==> src/rtl/spi_host_pkg.sv <==
// Package: shared constants and the configuration register layout for spi_host.
// Assumes an 8-bit or wider register bus; the configuration fits in its low bits.
package spi_host_pkg;

    localparam int RATE_W = 2;
    localparam int ADDR_W = 2;

    localparam logic [ADDR_W-1:0] ADDR_CTRL = 2'd0;
    localparam logic [ADDR_W-1:0] ADDR_STAT = 2'd1;
    localparam logic [ADDR_W-1:0] ADDR_DATA = 2'd2;

    // Configuration register, packed MSB first (bit 6 down to bit 0).
    typedef struct packed {
        logic              irq_en;
        logic [RATE_W-1:0] rate;
        logic              cpha;
        logic              cpol;
        logic              master;
        logic              enable;
    } ctrl_t;

    localparam int CTRL_W = $bits(ctrl_t);

endpackage

==> src/rtl/spi_sckgen.sv <==
// Serial clock generator: while run is high, toggles sck every half period and
// numbers each toggle. When run is low, it holds sck at the polarity level.
// Assumes rate and cpol stay constant while run is high.
module spi_sckgen #(
    parameter int RATE_W    = 2,
    parameter int BASE_LOG2 = 1,
    parameter int EDGES     = 16,
    localparam int HC_W     = BASE_LOG2 + (1 << RATE_W),
    localparam int EC_W     = $clog2(EDGES)
) (
    input  logic              clk,
    input  logic              rst_n,
    input  logic              run,
    input  logic [RATE_W-1:0] rate,
    input  logic              cpol,
    output logic              sck,
    output logic              edge_p,
    output logic [EC_W-1:0]   edge_idx,
    output logic              last_edge
);

    logic [HC_W-1:0] hc_q;
    logic [HC_W-1:0] half_m1;
    logic [EC_W-1:0] ec_q;
    logic            sck_q;

    // Terminal count of the half-period counter for the selected rate.
    always_comb begin
        half_m1 = (HC_W'(1) << (BASE_LOG2 + int'(rate))) - HC_W'(1);
    end

    assign edge_p    = run && (hc_q == half_m1);
    assign edge_idx  = ec_q;
    assign last_edge = edge_p && (ec_q == EC_W'(EDGES - 1));
    assign sck       = sck_q;

    // Half-period counting, edge numbering and the sck level itself.
    always_ff @(posedge clk) begin
        if (!rst_n) begin
            hc_q  <= '0;
            ec_q  <= '0;
            sck_q <= 1'b0;
        end else if (!run) begin
            hc_q  <= '0;
            ec_q  <= '0;
            sck_q <= cpol;
        end else if (edge_p) begin
            hc_q  <= '0;
            ec_q  <= ec_q + EC_W'(1);
            sck_q <= ~sck_q;
        end else begin
            hc_q  <= hc_q + HC_W'(1);
        end
    end

endmodule

==> src/rtl/spi_shifter.sv <==
// Byte shifter: separate transmit and receive registers. Which edges sample and
// which edges shift out is chosen by the phase bit. rx_final is the received
// byte including any sample taken on the current edge.
// Assumes load and edge_p are never high in the same cycle.
module spi_shifter #(
    parameter int DATA_W = 8,
    parameter int EC_W   = 4
) (
    input  logic              clk,
    input  logic              rst_n,
    input  logic              load,
    input  logic [DATA_W-1:0] load_data,
    input  logic              edge_p,
    input  logic [EC_W-1:0]   edge_idx,
    input  logic              cpha,
    input  logic              miso,
    output logic              mosi,
    output logic [DATA_W-1:0] rx_final
);

    logic [DATA_W-1:0] tx_q;
    logic [DATA_W-1:0] rx_q;
    logic              sample_now;
    logic              shift_now;

    // Odd/even edge selection by phase; edge 0 never shifts out.
    always_comb begin
        sample_now = edge_p && (edge_idx[0] == cpha);
        shift_now  = edge_p && (edge_idx[0] != cpha) && (edge_idx != '0);
        rx_final   = sample_now ? {rx_q[DATA_W-2:0], miso} : rx_q;
    end

    assign mosi = tx_q[DATA_W-1];

    // Parallel load on start, then shift and sample on the selected edges.
    always_ff @(posedge clk) begin
        if (!rst_n) begin
            tx_q <= '0;
            rx_q <= '0;
        end else if (load) begin
            tx_q <= load_data;
            rx_q <= '0;
        end else begin
            if (shift_now)  tx_q <= {tx_q[DATA_W-2:0], 1'b0};
            if (sample_now) rx_q <= rx_final;
        end
    end

endmodule

==> src/rtl/spi_regs.sv <==
// Register file and flag handshake: configuration, done/fault flags with their
// arm bits, the receive buffer, the busy state and the interrupt request.
// Assumes DATA_W >= 8 and that a read strobe and a write strobe never coincide.
module spi_regs
    import spi_host_pkg::*;
#(
    parameter int DATA_W = 8
) (
    input  logic              clk,
    input  logic              rst_n,
    input  logic              bus_wr,
    input  logic              bus_rd,
    input  logic [ADDR_W-1:0] bus_addr,
    input  logic [DATA_W-1:0] bus_wdata,
    output logic [DATA_W-1:0] bus_rdata,
    input  logic              ss_n,
    input  logic              irq_mask,
    input  logic              xfer_last,
    input  logic [DATA_W-1:0] rx_final,
    output ctrl_t             ctrl_q,
    output logic              busy,
    output logic              start,
    output logic              done,
    output logic              done_arm,
    output logic              fault,
    output logic              irq
);

    logic              fault_arm;
    logic [DATA_W-1:0] rxbuf_q;
    logic              ctrl_wr, data_wr, data_rd, stat_rd;
    logic              fault_evt, done_clear, fault_clear, abort;
    logic              unused_wbits;

    assign unused_wbits = ^bus_wdata[DATA_W-1:CTRL_W];

    // Bus decode and the handshake conditions.
    always_comb begin
        ctrl_wr     = bus_wr && (bus_addr == ADDR_CTRL);
        data_wr     = bus_wr && (bus_addr == ADDR_DATA);
        data_rd     = bus_rd && (bus_addr == ADDR_DATA);
        stat_rd     = bus_rd && (bus_addr == ADDR_STAT);
        fault_evt   = ctrl_q.master && !ss_n;
        abort       = fault_evt || !ctrl_q.enable || !ctrl_q.master;
        done_clear  = done_arm && (data_wr || data_rd);
        fault_clear = fault_arm && ctrl_wr && !fault_evt;
        start       = data_wr && !busy && !abort && (!done || done_arm);
    end

    // Configuration register; a mode fault drops enable and master.
    always_ff @(posedge clk) begin
        if (!rst_n) begin
            ctrl_q <= '0;
        end else begin
            if (ctrl_wr) ctrl_q <= ctrl_t'(bus_wdata[CTRL_W-1:0]);
            if (fault_evt) begin
                ctrl_q.master <= 1'b0;
                ctrl_q.enable <= 1'b0;
            end
        end
    end

    // Transfer-in-progress state: set on start, cleared on last edge or abort.
    always_ff @(posedge clk) begin
        if (!rst_n)                      busy <= 1'b0;
        else if (start)                  busy <= 1'b1;
        else if (xfer_last || abort)     busy <= 1'b0;
    end

    // Completion flag, its arm bit, and the receive buffer.
    always_ff @(posedge clk) begin
        if (!rst_n) begin
            done     <= 1'b0;
            done_arm <= 1'b0;
            rxbuf_q  <= '0;
        end else if (busy && xfer_last && !abort) begin
            done     <= 1'b1;
            done_arm <= 1'b0;
            rxbuf_q  <= rx_final;
        end else if (done_clear) begin
            done     <= 1'b0;
            done_arm <= 1'b0;
        end else if (stat_rd && done) begin
            done_arm <= 1'b1;
        end
    end

    // Mode-fault flag and its arm bit.
    always_ff @(posedge clk) begin
        if (!rst_n) begin
            fault     <= 1'b0;
            fault_arm <= 1'b0;
        end else if (fault_evt) begin
            fault     <= 1'b1;
        end else if (fault_clear) begin
            fault     <= 1'b0;
            fault_arm <= 1'b0;
        end else if (stat_rd && fault) begin
            fault_arm <= 1'b1;
        end
    end

    // Read multiplexer.
    always_comb begin
        bus_rdata = '0;
        unique case (bus_addr)
            ADDR_CTRL: bus_rdata[CTRL_W-1:0] = ctrl_q;
            ADDR_STAT: begin
                bus_rdata[DATA_W-1] = done;
                bus_rdata[DATA_W-2] = fault;
            end
            ADDR_DATA: bus_rdata = rxbuf_q;
            default:   bus_rdata = '0;
        endcase
    end

    assign irq = ctrl_q.irq_en && !irq_mask && (done || fault);

endmodule

==> src/rtl/spi_host.sv <==
// Top: register-mapped serial master. Connects the register/handshake block,
// the serial clock generator and the byte shifter.
// Assumes software leaves the configuration alone while a byte is in flight.
module spi_host
    import spi_host_pkg::*;
#(
    parameter int DATA_W    = 8,
    parameter int BASE_LOG2 = 1,
    localparam int EDGES    = 2 * DATA_W,
    localparam int EC_W     = $clog2(EDGES)
) (
    input  logic              clk,
    input  logic              rst_n,
    input  logic              bus_wr,
    input  logic              bus_rd,
    input  logic [ADDR_W-1:0] bus_addr,
    input  logic [DATA_W-1:0] bus_wdata,
    output logic [DATA_W-1:0] bus_rdata,
    input  logic              irq_mask,
    output logic              irq,
    output logic              sck,
    output logic              mosi,
    input  logic              miso,
    input  logic              ss_n
);

    ctrl_t             ctrl_q;
    logic              busy, start, done, done_arm, fault;
    logic              edge_p, last_edge;
    logic [EC_W-1:0]   edge_idx;
    logic [DATA_W-1:0] rx_final;

    spi_regs #(.DATA_W(DATA_W)) u_regs (
        .clk       (clk),
        .rst_n     (rst_n),
        .bus_wr    (bus_wr),
        .bus_rd    (bus_rd),
        .bus_addr  (bus_addr),
        .bus_wdata (bus_wdata),
        .bus_rdata (bus_rdata),
        .ss_n      (ss_n),
        .irq_mask  (irq_mask),
        .xfer_last (last_edge),
        .rx_final  (rx_final),
        .ctrl_q    (ctrl_q),
        .busy      (busy),
        .start     (start),
        .done      (done),
        .done_arm  (done_arm),
        .fault     (fault),
        .irq       (irq)
    );

    spi_sckgen #(.RATE_W(RATE_W), .BASE_LOG2(BASE_LOG2), .EDGES(EDGES)) u_sckgen (
        .clk       (clk),
        .rst_n     (rst_n),
        .run       (busy),
        .rate      (ctrl_q.rate),
        .cpol      (ctrl_q.cpol),
        .sck       (sck),
        .edge_p    (edge_p),
        .edge_idx  (edge_idx),
        .last_edge (last_edge)
    );

    spi_shifter #(.DATA_W(DATA_W), .EC_W(EC_W)) u_shift (
        .clk       (clk),
        .rst_n     (rst_n),
        .load      (start),
        .load_data (bus_wdata),
        .edge_p    (edge_p),
        .edge_idx  (edge_idx),
        .cpha      (ctrl_q.cpha),
        .miso      (miso),
        .mosi      (mosi),
        .rx_final  (rx_final)
    );

endmodule

==> config.mk <==
export PLATFORM = sky130hd
export DESIGN_NAME = spi_host
export DESIGN_NICKNAME = d
export VERILOG_FILES = /design/src/rtl/spi_host_pkg.sv /design/src/rtl/spi_sckgen.sv /design/src/rtl/spi_shifter.sv /design/src/rtl/spi_regs.sv /design/src/rtl/spi_host.sv
export SDC_FILE = /design/constraint.sdc
export NUM_CORES = 1
export LEC_CHECK = 0
export BUFFER_PORTS_ARGS = -buffer_cell sky130_fd_sc_hd__buf_4
export CORE_ASPECT_RATIO = 0.9
export CORE_MARGIN = 2
export CORE_UTILIZATION = 51
export DETAILED_ROUTE_END_ITERATION = 6
export HOLD_SLACK_MARGIN = 0.03
export PLACE_DENSITY = 0.71
export SLEW_MARGIN = 20
export SYNTH_ARGS = -nofsm -noshare
export SYNTH_HDL_FRONTEND = slang
export SYNTH_SLANG_ARGS = --single-unit
==> constraint.sdc <==
create_clock -name clk -period 2 [get_ports clk]
set_clock_uncertainty 0.2 [all_clocks]
set_input_delay 0.2 -clock clk [delete_from_list [all_inputs] [get_ports clk]]
set_output_delay 0.2 -clock clk [all_outputs]
set_load 0.005 [all_outputs]
==> results.cfg, run 1 <==
[run_status]
status = finished clean

[placement]
place_congestion = 0.811
io_buffers = 27
post_dp_cell_area_mm2 = 0.00252
dp_hpwl_um = 3650

[global_route]
gr-total-overflow = 0
grt_pass1_vias = 1867
grt_pass1_wl_um = 8740
grt_start_max_net_pins = 32
antenna_found_initial = 0
grt.total_usage_pct = 23.1

[synth]
netlist_top_cells_count = dfxtp_1 (46), nand2_1 (43), o21ai_0 (27)
synth.most_common_cell = dfxtp_1
synth_top_area_cell = dfxtp_1
synth_edf_count = 0
syn_nets = 283
ys_types = 39
synthTopCellsByArea = dfxtp_1 (42%), nand2_1 (7.3%), o21ai_0 (6.1%)
synth_top_area_share_pct = 41.9
async_flop_share_pct = 0
yosysSeqAreaShare_pct = 41.9
ys.flop_type = dfxtp_1
syn_inst = 259
yosysWarnings = 0
syn-cell-area_mm2 = 0.00220
ys_ff_latch = 46
syn_area_per_cell_um2 = 8.49

[timing]
finalHoldViolCount = 0
max-slew-margin-rel_pct = 77.2
fin_setup_tns_ns = 0
final_max_slew_viol_count = 0
period_minus_slack_ns = 1.93
worst_pin_slew_ns = 0.341
finalCritPeriodShare_pct = 96.3
rsz0062_at_grt = no
setup_viol = 0
max_freq_mhz = 519

[hold_path]
holdPathEnd = u_regs.fault
worstHoldPathCells = 4
hp-start = ss_n
hp-class = input pin to register

[drt]
route.detailed.wl_per_inst_um = 14.7
wl_um = 5210
viasPerCell = 5.66
drc = 0
drtPass1Iterations = 4
final_antenna_net_count = 0
dr_total_vias = 2002
drt_iter0_markers = 173

[power]
swShare_pct = 21.5
clkPwrFrac_pct = 39.7
p_int_uw = 1340
ir_drop_uv = 500
leakage_uw = 0.00118
p_sw_uw = 369
seqPwrFrac_pct = 54.1
power_frac_comb_pct = 6.1
p_per_area_mw_per_mm2 = 625

[setup_path]
worstPathRequired_ns = 1.98
crit_slowest_cell = a2111o_1
rr_worst_depth = 6
r2r_slack_ns = 0.07
worstSetupEndpointType = register
arrival_ns = 1.91
r2r_start = u_regs.ctrl_q[4]
r2r_end = u_shift.tx_q[0]
cp-start-kind = register
critPathKind = register to register
worstPathMaxFanout = 10
slowest_delay_ns = 0.47
path_cells = inv_2 > a2111o_1 > a21o_1 > buf_4 > o211ai_1 > a21boi_1

[final_layout]
diodes = 0
multi_input_area_mm2 = 0.00117
syn_to_final_growth_pct = 24.6
fin_nets = 329
fillCellCount = 364
design_area_mm2 = 0.00274
finish.utilization_pct = 66.8
drive_gt1_share_pct = 18.6
ff_latch_area_um2 = 925

[die]
row_count = 22
io_pins = 28
die_h_um = 66.3
die_area_mm2 = 0.00485
start_util_pct = 53.6
fp.dieW_um = 73.2
core-area_mm2 = 0.00410

[cts]
htree_num_levels = 2
cts_root_buffer = clkbuf_8
clk_latency_ns = 0.29
clk_pin_slew_ns = 0.08
cts_num_sinks = 46
cts_max_path_buffers = 2
numCtsBuffers = 5
cts_tree = built

[job]
cap_violations = 0
==> final cells by class <==
class	instances	area share (%)
Multi-Input combinational cell	190	42.9
Sequential cell	46	33.8
Tap cell	48	2.19
Inverter	9	1.23
Clock inverter	3	1.46
Clock buffer	5	2.51
Timing Repair Buffer	53	15.9
==> critical path: cells and delay by family (launching register included) <==
kind	cells	cell delay, ns
buffers and inverters	2	0.22
AO/OA/AOI/OAI	4	1.01
flip-flops	1	0.37
==> power groups by stage <==
stage | clock, µW | sequential (µW) | combinational [µW]
final | 680 | 926 | 105
after detailed placement | 0 | 949 | 87.2
after global placement | 0 | 949 | 86.5
after CTS | 691 | 927 | 101
after global routing | 725 | 927 | 115
after floorplan | 0 | 946 | 40.1
==> stage by stage <==
step	setup slack [ns]	std cells	hold slack [ns]	power (µW)
floorplan	0.157	259	0.134	986
global placement	0.114	335	0.259	1040
detailed placement	0.0795	335	0.268	1040
CTS	0.0346	352	0.0377	1720
global route	0.00402	354	0.0612	1770
finish	0.0744	354	0.0303	1710
==> cell families (layout without fill, tap and decap cells) <==
kind of cell | Yosys count | in the layout | synth area share [%]
AO/OA/AOI/OAI | 84 | 84 | 25.7
XOR/XNOR | 6 | 6 | 2.39
adder cells (fa/ha/maj) | 7 | 7 | 3.98
buffers and inverters | 23 | 70 | 4.67
flip-flops | 46 | 46 | 41.9
multiplexers | 8 | 8 | 3.64
AND/OR/NAND/NOR | 85 | 85 | 17.8
==> state kept, by name, indices dropped and copies added, names as in the netlist <==
name,count
u_regs.busy,1
u_regs.ctrl_q,7
u_regs.done,1
u_regs.done_arm,1
u_regs.fault,1
u_regs.fault_arm,1
u_regs.rxbuf_q,8
u_sckgen.edge_idx,4
u_sckgen.hc_q,5
u_sckgen.sck,1
u_shift.rx_q,8
u_shift.tx_q,8
==> what timing repair did <==
item | CTS | global route
hold buffers | 9 | 0
endpoints found under the hold margin | 11 | 0
gates resized for setup | 0 | 6
setup endpoints to repair | 0 | 15
buffers inserted | 0 | 2
==> cells in the final DEF (no fill, tap or decap), drive strengths merged, types with 3 or more instances in the layout <==
cell type and count:
xnor2 4, nor2b 5, a21boi 7, dlygate4sd3 9
o21ai 27, a21oi 17, mux2i 8, buf 44
a22o 6, a31oi 8, nand3 11, nand2 43
o211a 8, clkbuf 5, nand2b 3, inv 9
nor2 9, nand4 4, dfxtp 46, ha 7
==> worst max path at each step <==
stage / startpoint / endpoint / slack [ns]
after global routing: u_regs.ctrl_q[4] / u_regs.rxbuf_q[6] / 0.004
after global placement: u_regs.ctrl_q[4] / u_sckgen.edge_idx[3] / 0.11
after detailed placement: u_regs.ctrl_q[4] / u_shift.tx_q[1] / 0.08
after floorplan: u_sckgen.edge_idx[0] / u_regs.rxbuf_q[6] / 0.16
after CTS: u_regs.ctrl_q[4] / u_shift.tx_q[0] / 0.03
final: u_regs.ctrl_q[4] / u_shift.tx_q[0] / 0.07
==> per-layer routing <==
layer | routed length (µm) | GRT usage [%] | up-vias
met5 | 0 | 0 | -
met4 | 51 | 6.25 | 0
met3 | 244 | 4.42 | 7
met2 | 2380 | 36.1 | 51
met1 | 2530 | 32.4 | 935
li1 | - | - | 1009
(Power assumes the default switching activity.)
==> run 2, diff against run 1 <==
Settings changed: CORE_MARGIN 2 to default.
Clock period 2 ns to 1.6 ns, I/O delays scaled along.
==> run 2 against run 1 <==
  * Critical endpoint is now u_regs.rxbuf_q[6]
  * First-iteration DRC count is 4.0% lower
  * Design area is 15% higher
  * Sequential cell count stayed put
  * Hold slack better by 0.0092 ns
  * Largest cell class unchanged
  * Global-route usage is 2.3 points higher
  * Largest power group unchanged
  * Critical path depth is 1 higher
  * Sequential power is 25% higher
  * Highest routed layer unchanged
  * Clock power is 53% higher
  * The run now ends with design-rule violations, negative setup slack left
==> results.cfg, run 2 (synthesis gave the netlist of run 1 again) <==
[cts]
cts_num_sinks = 46
htree_num_levels = 2
cts_max_path_buffers = 2
clk_latency_ns = 0.31
cts_tree = built
cts_root_buffer = clkbuf_8
clk_pin_slew_ns = 0.09
numCtsBuffers = 5

[power]
swShare_pct = 21.0
clkPwrFrac_pct = 44.3
p_sw_uw = 494
ir_drop_uv = 729
seqPwrFrac_pct = 49.2
p_per_area_mw_per_mm2 = 747
p_int_uw = 1860
power_frac_comb_pct = 6.5
leakage_uw = 0.00138

[setup_path]
cp-start-kind = register
worstPathMaxFanout = 4
critPathKind = register to register
setup.worst_path.start = u_regs.ctrl_q[4]
worstSetupEndpointType = register
r2r_start = u_regs.ctrl_q[4]
arrival_ns = 1.89
worstPathRequired_ns = 1.61

[final_layout]
top_regs = u_regs.rxbuf_q (8), u_shift.rx_q (8), u_shift.tx_q (8)
drive_gt1_share_pct = 31.9
syn_to_final_growth_pct = 43.3
diodes = 0
fin_nets = 358
design_area_mm2 = 0.00315
finish.utilization_pct = 76.8
layout_common_cells = buf_4 (64), dfxtp_1 (41), nand2_1 (35)
finalNonFillerCells = 383
final_common_cell = buf_4

[placement]
placedCellCount = 358
dp_hpwl_um = 3810
post_dp_cell_area_mm2 = 0.00272
place_congestion = 0.763
io_buffers = 27

[run_status]
failed_checks = design-rule violations, negative setup slack
status = finished, violations left

[die]
core-area_mm2 = 0.00410
fp.dieW_um = 71.2
row_count = 22
die_h_um = 64.3
io_pins = 28
die_area_mm2 = 0.00458
start_util_pct = 53.6

[job]
cap_violations = 0

[global_route]
antenna_found_initial = 0
grt_pass1_wl_um = 9000
grt.total_usage_pct = 25.4
gr-total-overflow = 0
grt_pass1_vias = 2027
grt_start_max_net_pins = 32

[drt]
viasPerCell = 5.65
dr_total_vias = 2164
wl_um = 5880
drt_iter0_markers = 166
final_antenna_net_count = 0
drtPass1Iterations = 6
drc = 3
route.detailed.wl_per_inst_um = 15.3

[timing]
setup_ws_ns = -0.283
finalHoldViolCount = 0
max-slew-margin-rel_pct = 71.0
worst_pin_slew_ns = 0.431
period_minus_slack_ns = 1.88
finalCritPeriodShare_pct = 118
setup_viol = 36
rsz0062_at_grt = yes
final_max_slew_viol_count = 0
max_freq_mhz = 531

[hold_path]
hp-start = rst_n
hp-class = input pin to register
==> run 2: changes by cell type in the layout (fill, tap and decap cells not counted), sizes merged <==
cell / change
buf: +26
dlygate4sd3: +2
bufinv: +1
clkbuf: +1
clkinv: -1
==> run 2: worst paths after layout <==
check	end	slack, ns	cells past startpoint
worst min register to register	u_shift.tx_q[3]	0.29	2
worst min-delay path	u_regs.done_arm	0.04	3
worst max register to register	u_regs.rxbuf_q[6]	-0.28	7
worst max-delay path	u_regs.rxbuf_q[6]	-0.28	7
==> run 2: area by class of cell <==
cell class,instances,area [µm²]
well taps,48,60.1
clock buffers,5,68.8
multi-input cells,190,1260
flip-flops and latches,46,927
clock inverters,3,68.8
inverters,9,33.8
fillers,284,952
repair buffers,82,726
==> run 2: metrics by stage <==
step	total power [µW]	TNS (ns)	setup slack [ns]	hold WS, ns
floorplan	1230	-2.90	-0.211	0.0936
global placement	1300	-4.02	-0.163	0.226
detailed placement	1310	-5.67	-0.215	0.228
CTS	2350	-6.49	-0.223	0.0323
global route	2420	-10.25	-0.340	0.0522
finish	2350	-7.46	-0.283	0.0395
==> run 2: worst max-delay path: stages (launching register included) <==
cell       delay (ns)
dfxtp_2          0.35
inv_2            0.05
a2111o_1         0.46
a211oi_4         0.27
buf_6            0.15
clkbuf_16        0.14
nand2_2          0.04
o211a_1          0.12
==> run 2: per-layer routing <==
metal	part of all wire, %	GRT usage (%)	vias to the layer above
met5	0	0	-
met2	50	43.5	32
met4	1.2	8.75	0
li1	-	-	1074
met1	46	32.0	1052
met3	2.9	4.73	6
==> run 2: repair_timing <==
| action | CTS | global route |
|---|---|---|
| buffers inserted | 5 | 0 |
| gates cloned | 1 | 1 |
| hold buffers | 11 | 0 |
| pin swaps | 0 | 3 |
| setup endpoints to repair | 36 | 38 |
| hold endpoints to repair | 19 | 0 |
| resized for setup | 3 | 25 |
==> run 2: power groups by stage <==
stage | combinational (µW) | sequential [µW] | clock (µW)
floorplan | 50.3 | 1180 | 0
global placement | 121 | 1180 | 0
detailed placement | 122 | 1180 | 0
CTS | 148 | 1160 | 1050
global route | 164 | 1160 | 1100
finish | 152 | 1160 | 1040
